[src/rtl/iq_demux_pkg.sv]
package iq_demux_pkg;

   typedef enum logic {
      CH_I = 1'b0,
      CH_Q = 1'b1
   } chan_e;

   localparam int unsigned DEF_WORD_W = 12;

endpackage

[src/rtl/iq_word_fmt.sv]
module iq_word_fmt #(
   parameter int unsigned WORD_W = 12,
   parameter int unsigned LANES  = 2,
   localparam int unsigned BUS_W = WORD_W * LANES
) (
   input  logic             offset_bin,
   input  logic [BUS_W-1:0] din,
   output logic [BUS_W-1:0] dout
);

   generate
      if (WORD_W < 2) begin : g_bad_width
         $error("iq_word_fmt: WORD_W must be at least 2");
      end
      if (LANES < 1) begin : g_bad_lanes
         $error("iq_word_fmt: LANES must be at least 1");
      end
   endgenerate

   genvar ln;
   generate
      for (ln = 0; ln < LANES; ln++) begin : g_lane
         localparam int unsigned LO  = ln * WORD_W;
         localparam int unsigned TOP = LO + WORD_W - 1;
         assign dout[TOP]      = din[TOP] ^ offset_bin;
         assign dout[TOP-1:LO] = din[TOP-1:LO];
      end
   endgenerate

endmodule

[src/rtl/iq_interleave_asm.sv]
module iq_interleave_asm
   import iq_demux_pkg::*;
#(
   parameter int unsigned WORD_W = 12
) (
   input  logic              clk,
   input  logic              rst_n,
   input  logic              en,
   input  logic              sel_invert,
   input  logic              qi_order,
   input  logic [WORD_W-1:0] word,
   input  logic              sel,
   output logic              pair_done,
   output logic              seq_err,
   output logic [WORD_W-1:0] pair_i,
   output logic [WORD_W-1:0] pair_q
);

   generate
      if (WORD_W < 2) begin : g_bad_width
         $error("iq_interleave_asm: WORD_W must be at least 2");
      end
   endgenerate

   chan_e             word_ch;
   chan_e             open_ch;
   logic              is_open;
   logic              holding;
   logic              seen;
   logic [WORD_W-1:0] held_word;

   assign word_ch = chan_e'(sel ^ sel_invert);
   assign open_ch = qi_order ? CH_Q : CH_I;
   assign is_open = (word_ch == open_ch);

   assign pair_done = en && holding && !is_open;
   assign seq_err   = en && ((holding && is_open) || (!holding && !is_open && seen));

   assign pair_i = qi_order ? word : held_word;
   assign pair_q = qi_order ? held_word : word;

   always_ff @(posedge clk or negedge rst_n) begin
      if (!rst_n) begin
         holding   <= 1'b0;
         seen      <= 1'b0;
         held_word <= '0;
      end else if (!en) begin
         holding <= 1'b0;
         seen    <= 1'b0;
      end else begin
         seen <= 1'b1;
         if (is_open) begin
            holding   <= 1'b1;
            held_word <= word;
         end else begin
            holding <= 1'b0;
         end
      end
   end

   AST_NO_BACK_TO_BACK_PAIR: assert property (@(posedge clk) disable iff (!rst_n)
      pair_done |=> !pair_done);
   AST_EXIT_DROPS_HELD: assert property (@(posedge clk) disable iff (!rst_n)
      !en |=> (!holding && !seen));

endmodule

[src/rtl/iq_port_demux.sv]
module iq_port_demux
   import iq_demux_pkg::*;
#(
   parameter int unsigned WORD_W = DEF_WORD_W
) (
   input  logic              clk,
   input  logic              rst_n,
   input  logic              cfg_one_port,
   input  logic              cfg_sel_invert,
   input  logic              cfg_qi_order,
   input  logic              cfg_offset_binary,
   input  logic [WORD_W-1:0] in_a,
   input  logic [WORD_W-1:0] in_b,
   input  logic              in_sel,
   output logic [WORD_W-1:0] out_i,
   output logic [WORD_W-1:0] out_q,
   output logic              out_valid,
   output logic              err_sticky
);

   localparam int unsigned PAIR_W = 2 * WORD_W;

   generate
      if (WORD_W < 2) begin : g_bad_width
         $error("iq_port_demux: WORD_W must be at least 2");
      end
   endgenerate

   logic              pair_done;
   logic              seq_err;
   logic [WORD_W-1:0] pair_i;
   logic [WORD_W-1:0] pair_q;
   logic [PAIR_W-1:0] raw_pair;
   logic [PAIR_W-1:0] fmt_pair;

   iq_interleave_asm #(.WORD_W(WORD_W)) u_asm (
      .clk        (clk),
      .rst_n      (rst_n),
      .en         (cfg_one_port),
      .sel_invert (cfg_sel_invert),
      .qi_order   (cfg_qi_order),
      .word       (in_a),
      .sel        (in_sel),
      .pair_done  (pair_done),
      .seq_err    (seq_err),
      .pair_i     (pair_i),
      .pair_q     (pair_q)
   );

   assign raw_pair = cfg_one_port ? {pair_q, pair_i} : {in_b, in_a};

   iq_word_fmt #(.WORD_W(WORD_W), .LANES(2)) u_fmt (
      .offset_bin (cfg_offset_binary),
      .din        (raw_pair),
      .dout       (fmt_pair)
   );

   always_ff @(posedge clk or negedge rst_n) begin
      if (!rst_n) begin
         out_i      <= '0;
         out_q      <= '0;
         out_valid  <= 1'b0;
         err_sticky <= 1'b0;
      end else begin
         err_sticky <= err_sticky | seq_err;
         if (cfg_one_port) begin
            out_valid <= pair_done;
            if (pair_done) begin
               out_i <= fmt_pair[WORD_W-1:0];
               out_q <= fmt_pair[PAIR_W-1:WORD_W];
            end
         end else begin
            out_valid <= 1'b1;
            out_i     <= fmt_pair[WORD_W-1:0];
            out_q     <= fmt_pair[PAIR_W-1:WORD_W];
         end
      end
   end

   AST_TWO_PORT_EVERY_CYCLE: assert property (@(posedge clk) disable iff (!rst_n)
      !cfg_one_port |=> out_valid);
   AST_MSB_FORMAT: assert property (@(posedge clk) disable iff (!rst_n)
      !cfg_one_port |=> (out_i[WORD_W-1] == $past(in_a[WORD_W-1] ^ cfg_offset_binary)));
   AST_ERR_RAISED: assert property (@(posedge clk) disable iff (!rst_n)
      seq_err |=> err_sticky);
   AST_ERR_LATCHED: assert property (@(posedge clk) disable iff (!rst_n)
      err_sticky |=> err_sticky);

endmodule

[config.mk]
export PLATFORM = sky130hd
export DESIGN_NAME = iq_port_demux
export DESIGN_NICKNAME = d
export VERILOG_FILES = /design/src/rtl/iq_demux_pkg.sv /design/src/rtl/iq_word_fmt.sv /design/src/rtl/iq_interleave_asm.sv /design/src/rtl/iq_port_demux.sv
export SDC_FILE = /design/constraint.sdc
export NUM_CORES = 1
export LEC_CHECK = 0
export BUFFER_PORTS_ARGS = -buffer_cell sky130_fd_sc_hd__buf_2
export CAP_MARGIN = 20
export CORE_MARGIN = 2
export CORE_UTILIZATION = 30
export CTS_BUF_LIST = sky130_fd_sc_hd__clkbuf_8
export DETAILED_ROUTE_END_ITERATION = 10
export GPL_ROUTABILITY_DRIVEN = 0
export SLEW_MARGIN = 20
export SYNTH_ARGS = -nofsm -noshare
export SYNTH_HDL_FRONTEND = slang
export SYNTH_HIERARCHICAL = 1
export SYNTH_SLANG_ARGS = --single-unit
[constraint.sdc]
create_clock -name clk -period 1.5 [get_ports clk]
set_input_delay 0.15 -clock clk [delete_from_list [all_inputs] [get_ports clk]]
set_output_delay 0.15 -clock clk [all_outputs]
set_load 0.02 [all_outputs]
==> results of run 1 <==
## registers in the layout (all words and copies together) (netlist names)
name / flops
out_valid: 1
u_asm/seen: 1
u_asm/held_word: 12
err_sticky: 1
out_q: 12
u_asm/holding: 1
out_i: 12
## metrics by stage
step	instance area (um2)	hold WS (ns)	util, %	power, mW	instances
after floorplan	2430	-0.146	-	2.32	168
after global placement	2670	0.265	34.4	2.51	305
after detailed placement	2670	0.263	34.4	2.53	305
after CTS	2780	0.110	35.7	3.34	314
after global routing	2780	0.118	35.7	3.48	314
final	2780	0.122	35.7	3.28	314
## worst max path at each step
stage / from / to / slack, ns
after floorplan: in_sel / out_i[10] / 0.006
after global placement: cfg_qi_order / out_i[4] / -0.03
after detailed placement: cfg_qi_order / out_q[1] / -0.04
after CTS: u_asm/held_word[11] / out_q[11] / 0.07
after global routing: u_asm/held_word[11] / out_q[11] / 0.01
final: u_asm/held_word[11] / out_q[11] / 0.07
## cell usage in the layout (no fill, tap or decap)
master	count
mux2_2	56
buf_2	56
dfrtp_1	40
mux2_4	28
buf_4	9
clkbuf_8	6
clkinvlp_4	2
buf_12	2
xor2_1	2
nand2b_4	1
or2_2	1
dlygate4sd3_1	1
xnor3_2	1
nand3b_1	1
nand3_1	1
o21ai_0	1
nand2_1	1
nor2_1	1
nand2_4	1
inv_1	1
## routing by layer
metal  track usage [%]  share of wire, %
met5                 0                 0
met4              4.47               1.2
met3              2.97               5.0
met2              17.2                48
met1              14.1                46
## final cells by class
cell class / count / area [um2]
clock buffer: 6 / 82.6
tap: 102 / 128
sequential: 40 / 1000
multi-input combinational: 95 / 1150
timing repair buffer: 68 / 398
fill: 801 / 4990
inverter: 1 / 3.75
clock inverter: 2 / 15.0
## report_power, final
part / internal [mW] / switching, mW / total, mW / leakage [nW]
logic: 0.608 / 0.457 / 1.07 / 0.798
clock network: 0.373 / 0.416 / 0.789 / 0.0434
registers: 1.30 / 0.128 / 1.43 / 0.467
total: 2.28 / 1.00 / 3.28 / 1.31
## kinds of logic (layout without fill, tap and decap cells)
family / after synthesis / in the layout / share of synthesized area [%]
muxes: 84 / 84 / 43.6
AOI/OAI and AO/OA: 1 / 1 / 0.207
DFF: 40 / 40 / 41.5
xor gates and xnor gates: 3 / 3 / 1.71
buffers and inverters: 33 / 77 / 10.8
and+or+nand+nor: 7 / 7 / 2.13
## worst max-delay path, stage by stage (launching register included)
cell and delay [ns]:
dfrtp_1 0.40, mux2_2 0.27, mux2_2 0.27, xor2_1 0.14
mux2_2 0.25
==> results.json, run 1 <==
{
  "status": "complete, no violations",
  "start_kind": "flip-flop",
  "fin_crit_sh_pct": 95.5,
  "detail-route-antenna-nets": 0,
  "cts_root_buffer": "clkbuf_8",
  "final_nets": 242,
  "synthFlopType": "dfrtp_1",
  "synthTopCellsByArea": "dfrtp_1 (42%), mux2_2 (26%), mux2_4 (17%)",
  "synth_edf_count": 0,
  "syn_nets": 199,
  "reg2reg_depth": 4,
  "wl_mm": 4.48,
  "async_flop_share_pct": 100,
  "endpoint_kind": "flip-flop",
  "p_per_area_nw_per_um2": 1180,
  "p_leak_nw": 1.31,
  "dieArea_um2": 8770,
  "start_util_pct": 31.0,
  "fp.dieW_um": 93.7,
  "drv_cap": 0,
  "grt_pass1_wl_mm": 7.24,
  "grt_pass1_vias": 1393,
  "drive_gt1_share_pct": 76.9,
  "grt-ovfl-total": 0,
  "num_rows": 32,
  "worstHoldPathCells": 2,
  "synth_cells": 168,
  "fmax_mhz": 698,
  "syn_avg_cell_area_um2": 14.4,
  "min_to": "u_asm/held_word[9]",
  "post_cts_buffers": 0,
  "synth_top_area_cell": "dfrtp_1",
  "synth.most_common_cell": "mux2_2",
  "ctsHoldBuffers": 1,
  "hp-class": "input port to flip-flop",
  "insertion_delay_ns": 0.30,
  "cts-resized-gates": 0,
  "finClkSkew_ns": 0.0123,
  "final.setup.worst_slack_ns": 0.0670,
  "syn_to_final_growth_pct": 15.2,
  "vdd_drop_max_mv": 0.587,
  "top_level_ports": 57,
  "fp.dieH_um": 93.7,
  "cts_tree": "built",
  "path_clk_slew_ns": 0.09,
  "dr_total_vias": 1385,
  "fin_tns_setup_ns": 0,
  "grtUsageTotal_pct": 10.9,
  "wl_per_cell_um": 14.3,
  "slew_headroom_pct": 63.8,
  "worstPathRequired_ns": 1.68,
  "place_ws_ns": -0.0428,
  "cp_data_arrival_time_ns": 1.61,
  "syn_area_um2": 2410,
  "yosysSeqAreaShare_pct": 41.5,
  "path_class": "flip-flop to flip-flop",
  "clock_path_buffers": 2,
  "htreeDepth": 2,
  "antenna_found_initial": 0,
  "route.detailed.drc": 0,
  "cts.sinks": 40,
  "reg2reg_slack_ns": 0.07,
  "drtIter0Drc": 18,
  "yosysTopAreaCellShare_pct": 41.5,
  "worstReg2RegEnd": "out_q[11]",
  "numCtsBuffers": 5,
  "hold_violations": 0,
  "worstHoldStart": "in_a[9]",
  "dp_hpwl_mm": 3.06,
  "worst-path-max-fanout": 3,
  "insertedDiodeCount": 0,
  "timing.rr.start": "u_asm/held_word[11]",
  "synth_common_cells": "mux2_2 (56), dfrtp_1 (40), mux2_4 (28)",
  "drt_first_pass_iters": 4,
  "grt_max_degree": 41,
  "synthDistinctLibCells": 19,
  "core_region_area_um2": 7770,
  "via_per_inst": 4.41,
  "final_max_slew_viol_count": 0,
  "setup_viol": 0,
  "yosysWarnings": 6,
  "io_buffers": 56,
  "tightestPinTransition_ns": 0.542,
  "rsz0062_at_grt": "false",
  "ys_ff_latch": 40,
  "min_period_ns": 1.43
}
Note: power is estimated with default switching activity, not from simulation.
==> run 2: changes to the inputs <==
--- a/config.mk
+++ b/config.mk
@@ -12,6 +12,9 @@
 export CTS_BUF_LIST = sky130_fd_sc_hd__clkbuf_8
 export DETAILED_ROUTE_END_ITERATION = 10
 export GPL_ROUTABILITY_DRIVEN = 0
+export MAX_ROUTING_LAYER = met4
+export PLACE_DENSITY = 0.47
+export SKIP_LAST_GASP = 1
 export SLEW_MARGIN = 20
 export SYNTH_ARGS = -nofsm -noshare
 export SYNTH_HDL_FRONTEND = slang
==> run 2 against run 1 <==
  * Flip-flop and latch count unchanged
  * Routed wire length up 4.8%
  * Critical path depth unchanged
  * Largest cell class unchanged
  * First-iteration DRC count up 130%
  * Via count down 2.1%
  * Highest routed layer unchanged
  * Combinational power about the same
  * Cell count unchanged
  * Clock-buffer cell count down 1
  * Largest power group unchanged
==> results.json, run 2 (synthesis results as in run 1) <==
{
  "vdd_drop_max_mv": 0.524,
  "path_clk_slew_ns": 0.08,
  "detail-route-antenna-nets": 0,
  "p_total_mw": 3.46,
  "crit_top_cell": "mux2_2",
  "final_cell_area_um2": 2830,
  "path_class": "flip-flop to flip-flop",
  "drv_cap": 0,
  "wl_per_cell_um": 14.9,
  "top_level_ports": 57,
  "fmax_mhz": 691,
  "rsz0062_at_grt": "false",
  "switching_share_pct": 29.9,
  "layout_common_cells": "mux2_2 (56), buf_2 (56), dfrtp_1 (40)",
  "worstHoldPathCells": 1,
  "reg2reg_slack_ns": 0.05,
  "path_delay_family": "multiplexers",
  "dp_hpwl_mm": 3.43,
  "insertion_delay_ns": 0.30,
  "grt_max_degree": 18,
  "cts.sinks": 40,
  "numCtsBuffers": 5,
  "route.detailed.drc": 0,
  "endpoint_kind": "flip-flop",
  "reg_top3": "out_i x12, out_q x12, u_asm/held_word x12",
  "tightestPinTransition_ns": 0.368,
  "timing.rr.start": "u_asm/held_word[11]",
  "drt_first_pass_iters": 4,
  "syn_to_final_growth_pct": 17.4,
  "max_stage_delay_ns": 0.40,
  "cp_data_arrival_time_ns": 1.64,
  "grt-ovfl-total": 0,
  "p_leak_nw": 1.33,
  "drive_gt1_share_pct": 76.9,
  "worst-path-max-fanout": 3,
  "hold_violations": 0,
  "grt_pass1_vias": 1463,
  "final_nets": 242,
  "dieArea_um2": 8770,
  "start_util_pct": 31.0,
  "slew_headroom_pct": 75.5,
  "insertedDiodeCount": 0,
  "core_region_area_um2": 7770,
  "dpl-instance-area_um2": 2710,
  "fin_crit_sh_pct": 96.5,
  "grt_pass1_wl_mm": 7.64,
  "final_max_slew_viol_count": 0,
  "drtIter0Drc": 42,
  "cp_slowest_cell": "dfrtp_1",
  "worstReg2RegEnd": "out_q[11]",
  "crit_chain": "mux2_2 > mux2_2 > xor2_1 > mux2_2",
  "dr_total_vias": 1356,
  "min_period_ns": 1.45,
  "place_ws_ns": -0.0218,
  "fp.dieW_um": 93.7,
  "wl_mm": 4.69,
  "reg2reg_depth": 4,
  "htreeDepth": 2,
  "cts_tree": "built",
  "worstPathRequired_ns": 1.69,
  "via_per_inst": 4.32,
  "path_buf_inv": 0,
  "cts_root_buffer": "clkbuf_8",
  "crit_start": "u_asm/held_word[11]",
  "finClkSkew_ns": 0.00921,
  "io_buffers": 56,
  "p_per_area_nw_per_um2": 1220,
  "min_to": "u_asm/seen",
  "hp-class": "input port to flip-flop",
  "fin_util_pct": 36.5,
  "p_comb_share_pct": 31.6,
  "worstHoldStart": "cfg_one_port",
  "final.setup.worst_slack_ns": 0.0524,
  "power.net_switching_mw": 1.04,
  "status": "complete, no violations",
  "seq_power_share_pct": 41.4,
  "clock_power_share_pct": 27.0,
  "intPower_mw": 2.42,
  "grtUsageTotal_pct": 11.7,
  "clock_path_buffers": 2,
  "start_kind": "flip-flop",
  "num_rows": 32,
  "fp.dieH_um": 93.7,
  "antenna_found_initial": 0,
  "setup_viol": 0
}
run 2: cell type report:
class | count | area (um2)
clock inverters | 3 | 46.3
fillers | 782 | 4940
flip-flops and latches | 40 | 1000
inverters | 1 | 3.75
repair buffers | 68 | 435
multi-input cells | 95 | 1150
well taps | 102 | 128
clock buffers | 5 | 68.8
run 2: what timing repair did:
action / 4_1_cts / 5_1_grt
resized for setup: 0 / 0
hold buffers: 1 / 0
endpoints found under the hold margin: 14 / 0
buffers inserted: 0 / 0
run 2: worst max path at each step:
stage | endpoint | slack (ns) | cells past startpoint
2_1_floorplan | out_i[10] | 0.006 | 6
3_3_place_gp | out_q[2] | -0.01 | 6
3_5_place_dp | out_q[3] | -0.02 | 6
4_1_cts | out_q[11] | 0.05 | 4
5_1_grt | out_q[11] | 0.007 | 4
6_report | out_q[11] | 0.05 | 4
run 2: metrics by stage:
stage / setup TNS, ns / hold slack [ns] / std cells
2_1_floorplan: 0 / -0.146 / 168
3_3_place_gp: -0.136 / 0.0888 / 305
3_5_place_dp: -0.287 / 0.0880 / 305
4_1_cts: 0 / 0.0531 / 314
5_1_grt: 0 / 0.0540 / 314
6_report: 0 / 0.0590 / 314
run 2: per-layer routing:
layer | wire length, um | track usage (%) | share of wire, %
met1 | 2360 | 16.2 | 50
met2 | 2070 | 16.8 | 44
met3 | 214 | 2.73 | 4.6
met4 | 46 | 4.35 | 0.98
met5 | 0 | - | 0
run 2: power by group through the flow:
stage | logic [mW] | clock network (mW) | registers, mW
2_1_floorplan | 0.727 | 0 | 1.60
3_3_place_gp | 1.10 | 0 | 1.45
3_5_place_dp | 1.11 | 0 | 1.45
4_1_cts | 1.11 | 0.974 | 1.44
5_1_grt | 1.17 | 1.02 | 1.47
6_report | 1.09 | 0.934 | 1.43
run 2: worst reg2reg max path, cell delays in order (launching register included):
cell     delay (ns)
dfrtp_1        0.40
mux2_2         0.28
mux2_2         0.27
xor2_1         0.13
mux2_2         0.25
==> run 3: changes to the inputs <==
--- a/config.mk
+++ b/config.mk
@@ -5,15 +5,16 @@
 export SDC_FILE = /design/constraint.sdc
 export NUM_CORES = 1
 export LEC_CHECK = 0
+export ABC_AREA = 1
 export BUFFER_PORTS_ARGS = -buffer_cell sky130_fd_sc_hd__buf_2
 export CAP_MARGIN = 20
 export CORE_MARGIN = 2
 export CORE_UTILIZATION = 30
 export CTS_BUF_LIST = sky130_fd_sc_hd__clkbuf_8
 export DETAILED_ROUTE_END_ITERATION = 10
-export GPL_ROUTABILITY_DRIVEN = 0
+export GPL_ROUTABILITY_DRIVEN = 1
 export MAX_ROUTING_LAYER = met4
-export PLACE_DENSITY = 0.47
+export PLACE_DENSITY = 0.46
 export SKIP_LAST_GASP = 1
 export SLEW_MARGIN = 20
 export SYNTH_ARGS = -nofsm -noshare
==> run 3 against run 2 <==
  * Hold slack gained 0.067 ns
  * Largest power group unchanged
  * Global-route usage rose by 3.1 points
  * Cell count increased by 57%
  * Largest cell class unchanged
  * First-iteration DRC count grew 100%
  * Final area down 1.1%
  * Routed wire length increased by 32%
  * Power decreased by 16%
  * Highest routed layer unchanged
==> results.json, run 3 <==
{
  "clock_path_buffers": 2,
  "fin_tns_setup_ns": 0,
  "start_util_pct": 30.7,
  "route.detailed.drc": 0,
  "p_leak_nw": 1.60,
  "worstHoldPathCells": 3,
  "synthFlopType": "dfrtp_1",
  "vdd_drop_max_mv": 0.361,
  "cts_tree": "built",
  "finClkSkew_ns": 0.00375,
  "syn_nets": 386,
  "yosysWarnings": 6,
  "final_common_cell": "nand2_1",
  "worstPathRequired_ns": 1.74,
  "synth_top_area_cell": "dfrtp_1",
  "detail-route-antenna-nets": 0,
  "grt_pass1_wl_mm": 9.93,
  "syn_to_final_growth_pct": 12.1,
  "wl_mm": 6.20,
  "top_level_ports": 57,
  "drt_first_pass_iters": 4,
  "grt_pass1_vias": 1958,
  "worst-path-max-fanout": 25,
  "numCtsBuffers": 5,
  "synthDistinctLibCells": 18,
  "clock_power_share_pct": 30.0,
  "start_kind": "flip-flop",
  "insertedDiodeCount": 0,
  "grtUsageTotal_pct": 14.8,
  "final_max_slew_viol_count": 0,
  "cts_root_buffer": "clkbuf_8",
  "cts.sinks": 40,
  "syn_area_um2": 2500,
  "multi_input_area_um2": 1000,
  "dp_hpwl_mm": 4.48,
  "endpoint_kind": "flip-flop",
  "rsz0062_at_grt": "false",
  "synth_common_cells": "nand2_1 (132), o21ai_0 (48), inv_1 (45)",
  "p_comb_share_pct": 25.2,
  "via_per_inst": 4.36,
  "insertion_delay_ns": 0.29,
  "fp.dieW_um": 95.3,
  "p_per_area_nw_per_um2": 1040,
  "reg2reg_slack_ns": 0.28,
  "cts-resized-gates": 0,
  "wl_per_cell_um": 12.6,
  "intPower_mw": 1.97,
  "min_period_ns": 1.22,
  "crit_start": "u_asm/holding",
  "gp_congestion": 0.809,
  "cp-endpoint": "out_q[9]",
  "yosysTopAreaCellShare_pct": 40.0,
  "ctsHoldBuffers": 1,
  "final_cell_area_um2": 2800,
  "post_cts_buffers": 0,
  "fillCellCount": 917,
  "seq_power_share_pct": 44.8,
  "synth_edf_count": 0,
  "switching_share_pct": 32.6,
  "drv_cap": 0,
  "drive_gt1_share_pct": 21.1,
  "ys_ff_latch": 40,
  "grt-ovfl-total": 0,
  "timing.rr.start": "u_asm/holding",
  "num_rows": 33,
  "layout_common_cells": "nand2_1 (132), buf_2 (56), o21ai_0 (48)",
  "drtIter0Drc": 86,
  "yosysSeqAreaShare_pct": 40.0,
  "dr_total_vias": 2149,
  "hold_violations": 0,
  "fmax_mhz": 822,
  "p_total_mw": 2.91,
  "syn_avg_cell_area_um2": 7.04,
  "power.net_switching_mw": 0.949,
  "path_class": "flip-flop to flip-flop",
  "slew_headroom_pct": 70.0,
  "io_buffers": 56,
  "synth.most_common_cell": "nand2_1",
  "worstReg2RegEnd": "out_q[9]",
  "hp-class": "input port to flip-flop",
  "path_clk_slew_ns": 0.08,
  "antenna_found_initial": 0,
  "htreeDepth": 2,
  "synthTopCellsByArea": "dfrtp_1 (40%), nand2_1 (20%), o21ai_0 (9.6%)",
  "tightestPinTransition_ns": 0.450,
  "final_nets": 418,
  "fin_crit_sh_pct": 81.1,
  "async_flop_share_pct": 100,
  "fp.dieH_um": 95.3,
  "hold_slack_ns": 0.126,
  "place_ws_ns": 0.149,
  "final-seq-area_um2": 1000,
  "synth_cells": 355,
  "final.setup.worst_slack_ns": 0.284,
  "cp_data_arrival_time_ns": 1.46,
  "grt_max_degree": 36,
  "dpl-instance-area_um2": 2680,
  "status": "complete, no violations",
  "reg2reg_depth": 6,
  "dieArea_um2": 9080,
  "core_region_area_um2": 8130,
  "reg_top3": "out_i x12, out_q x12, u_asm/held_word x12",
  "setup_viol": 0
}
[run 3: cell types whose count changed in the layout (fill, tap and decap cells not counted), moves of 28 or more]
| cell | delta |
|---|---|
| inv_1 | +45 |
| mux2_2 | -56 |
| mux2_4 | -28 |
| nand2_1 | +131 |
| nand3_1 | +35 |
| o21ai_0 | +47 |
[run 3: stage by stage]
step	std cells	util (%)
after floorplan	355	-
after global placement	484	33.0
after detailed placement	484	33.0
after CTS	493	34.4
after global routing	493	34.4
final	493	34.4
[run 3: metal layers]
layer  up-vias  track usage, %  routed length [um]
met1       966            21.1                3220
met5         -               -                   0
li1       1134               -                   -
met2        45            21.1                2650
met3         4            3.24                 269
met4         0            4.11                  64
[run 3: area by class of cell]
type,instances,share of cell area (%)
well taps,105,4.69
clock inverters,3,1.38
clock buffers,5,2.46
repair buffers,67,13.5
multi-input cells,226,35.9
flip-flops and latches,40,35.7
inverters,47,6.39
[run 3: worst min path at each step]
stage              from                  end  slack [ns]
4_1_cts         in_a[7]   u_asm/held_word[7]        0.13
3_5_place_dp      rst_n             out_q[8]        0.12
6_report       in_a[11]  u_asm/held_word[11]        0.13
5_1_grt        in_a[11]  u_asm/held_word[11]        0.13
2_1_floorplan     rst_n           err_sticky       -0.15
3_3_place_gp      rst_n             out_q[9]        0.12
[run 3: cell families (layout without fill, tap and decap cells)]
logic type      Yosys count  count (layout)  synth area share [%]
compound gates           48              48                  9.61
flops                    40              40                  40.0
buf+inv                  89             122                  19.8
simple gates            178             178                  30.6
[run 3: power groups by stage]
| stage | Clock [mW] | Combinational [mW] | Sequential, mW |
|---|---|---|---|
| after floorplan | 0 | 0.457 | 1.42 |
| after global placement | 0 | 0.734 | 1.33 |
| after detailed placement | 0 | 0.741 | 1.33 |
| after CTS | 0.906 | 0.744 | 1.31 |
| after global routing | 0.958 | 0.836 | 1.33 |
| final | 0.875 | 0.734 | 1.31 |
[run 3: critical path, cell delays in order (launching register included)]
cell,delay [ns]
dfrtp_1,0.35
inv_1,0.06
nor3_2,0.20
inv_2,0.12
nand2_4,0.25
nand2_1,0.12
nand2_1,0.07
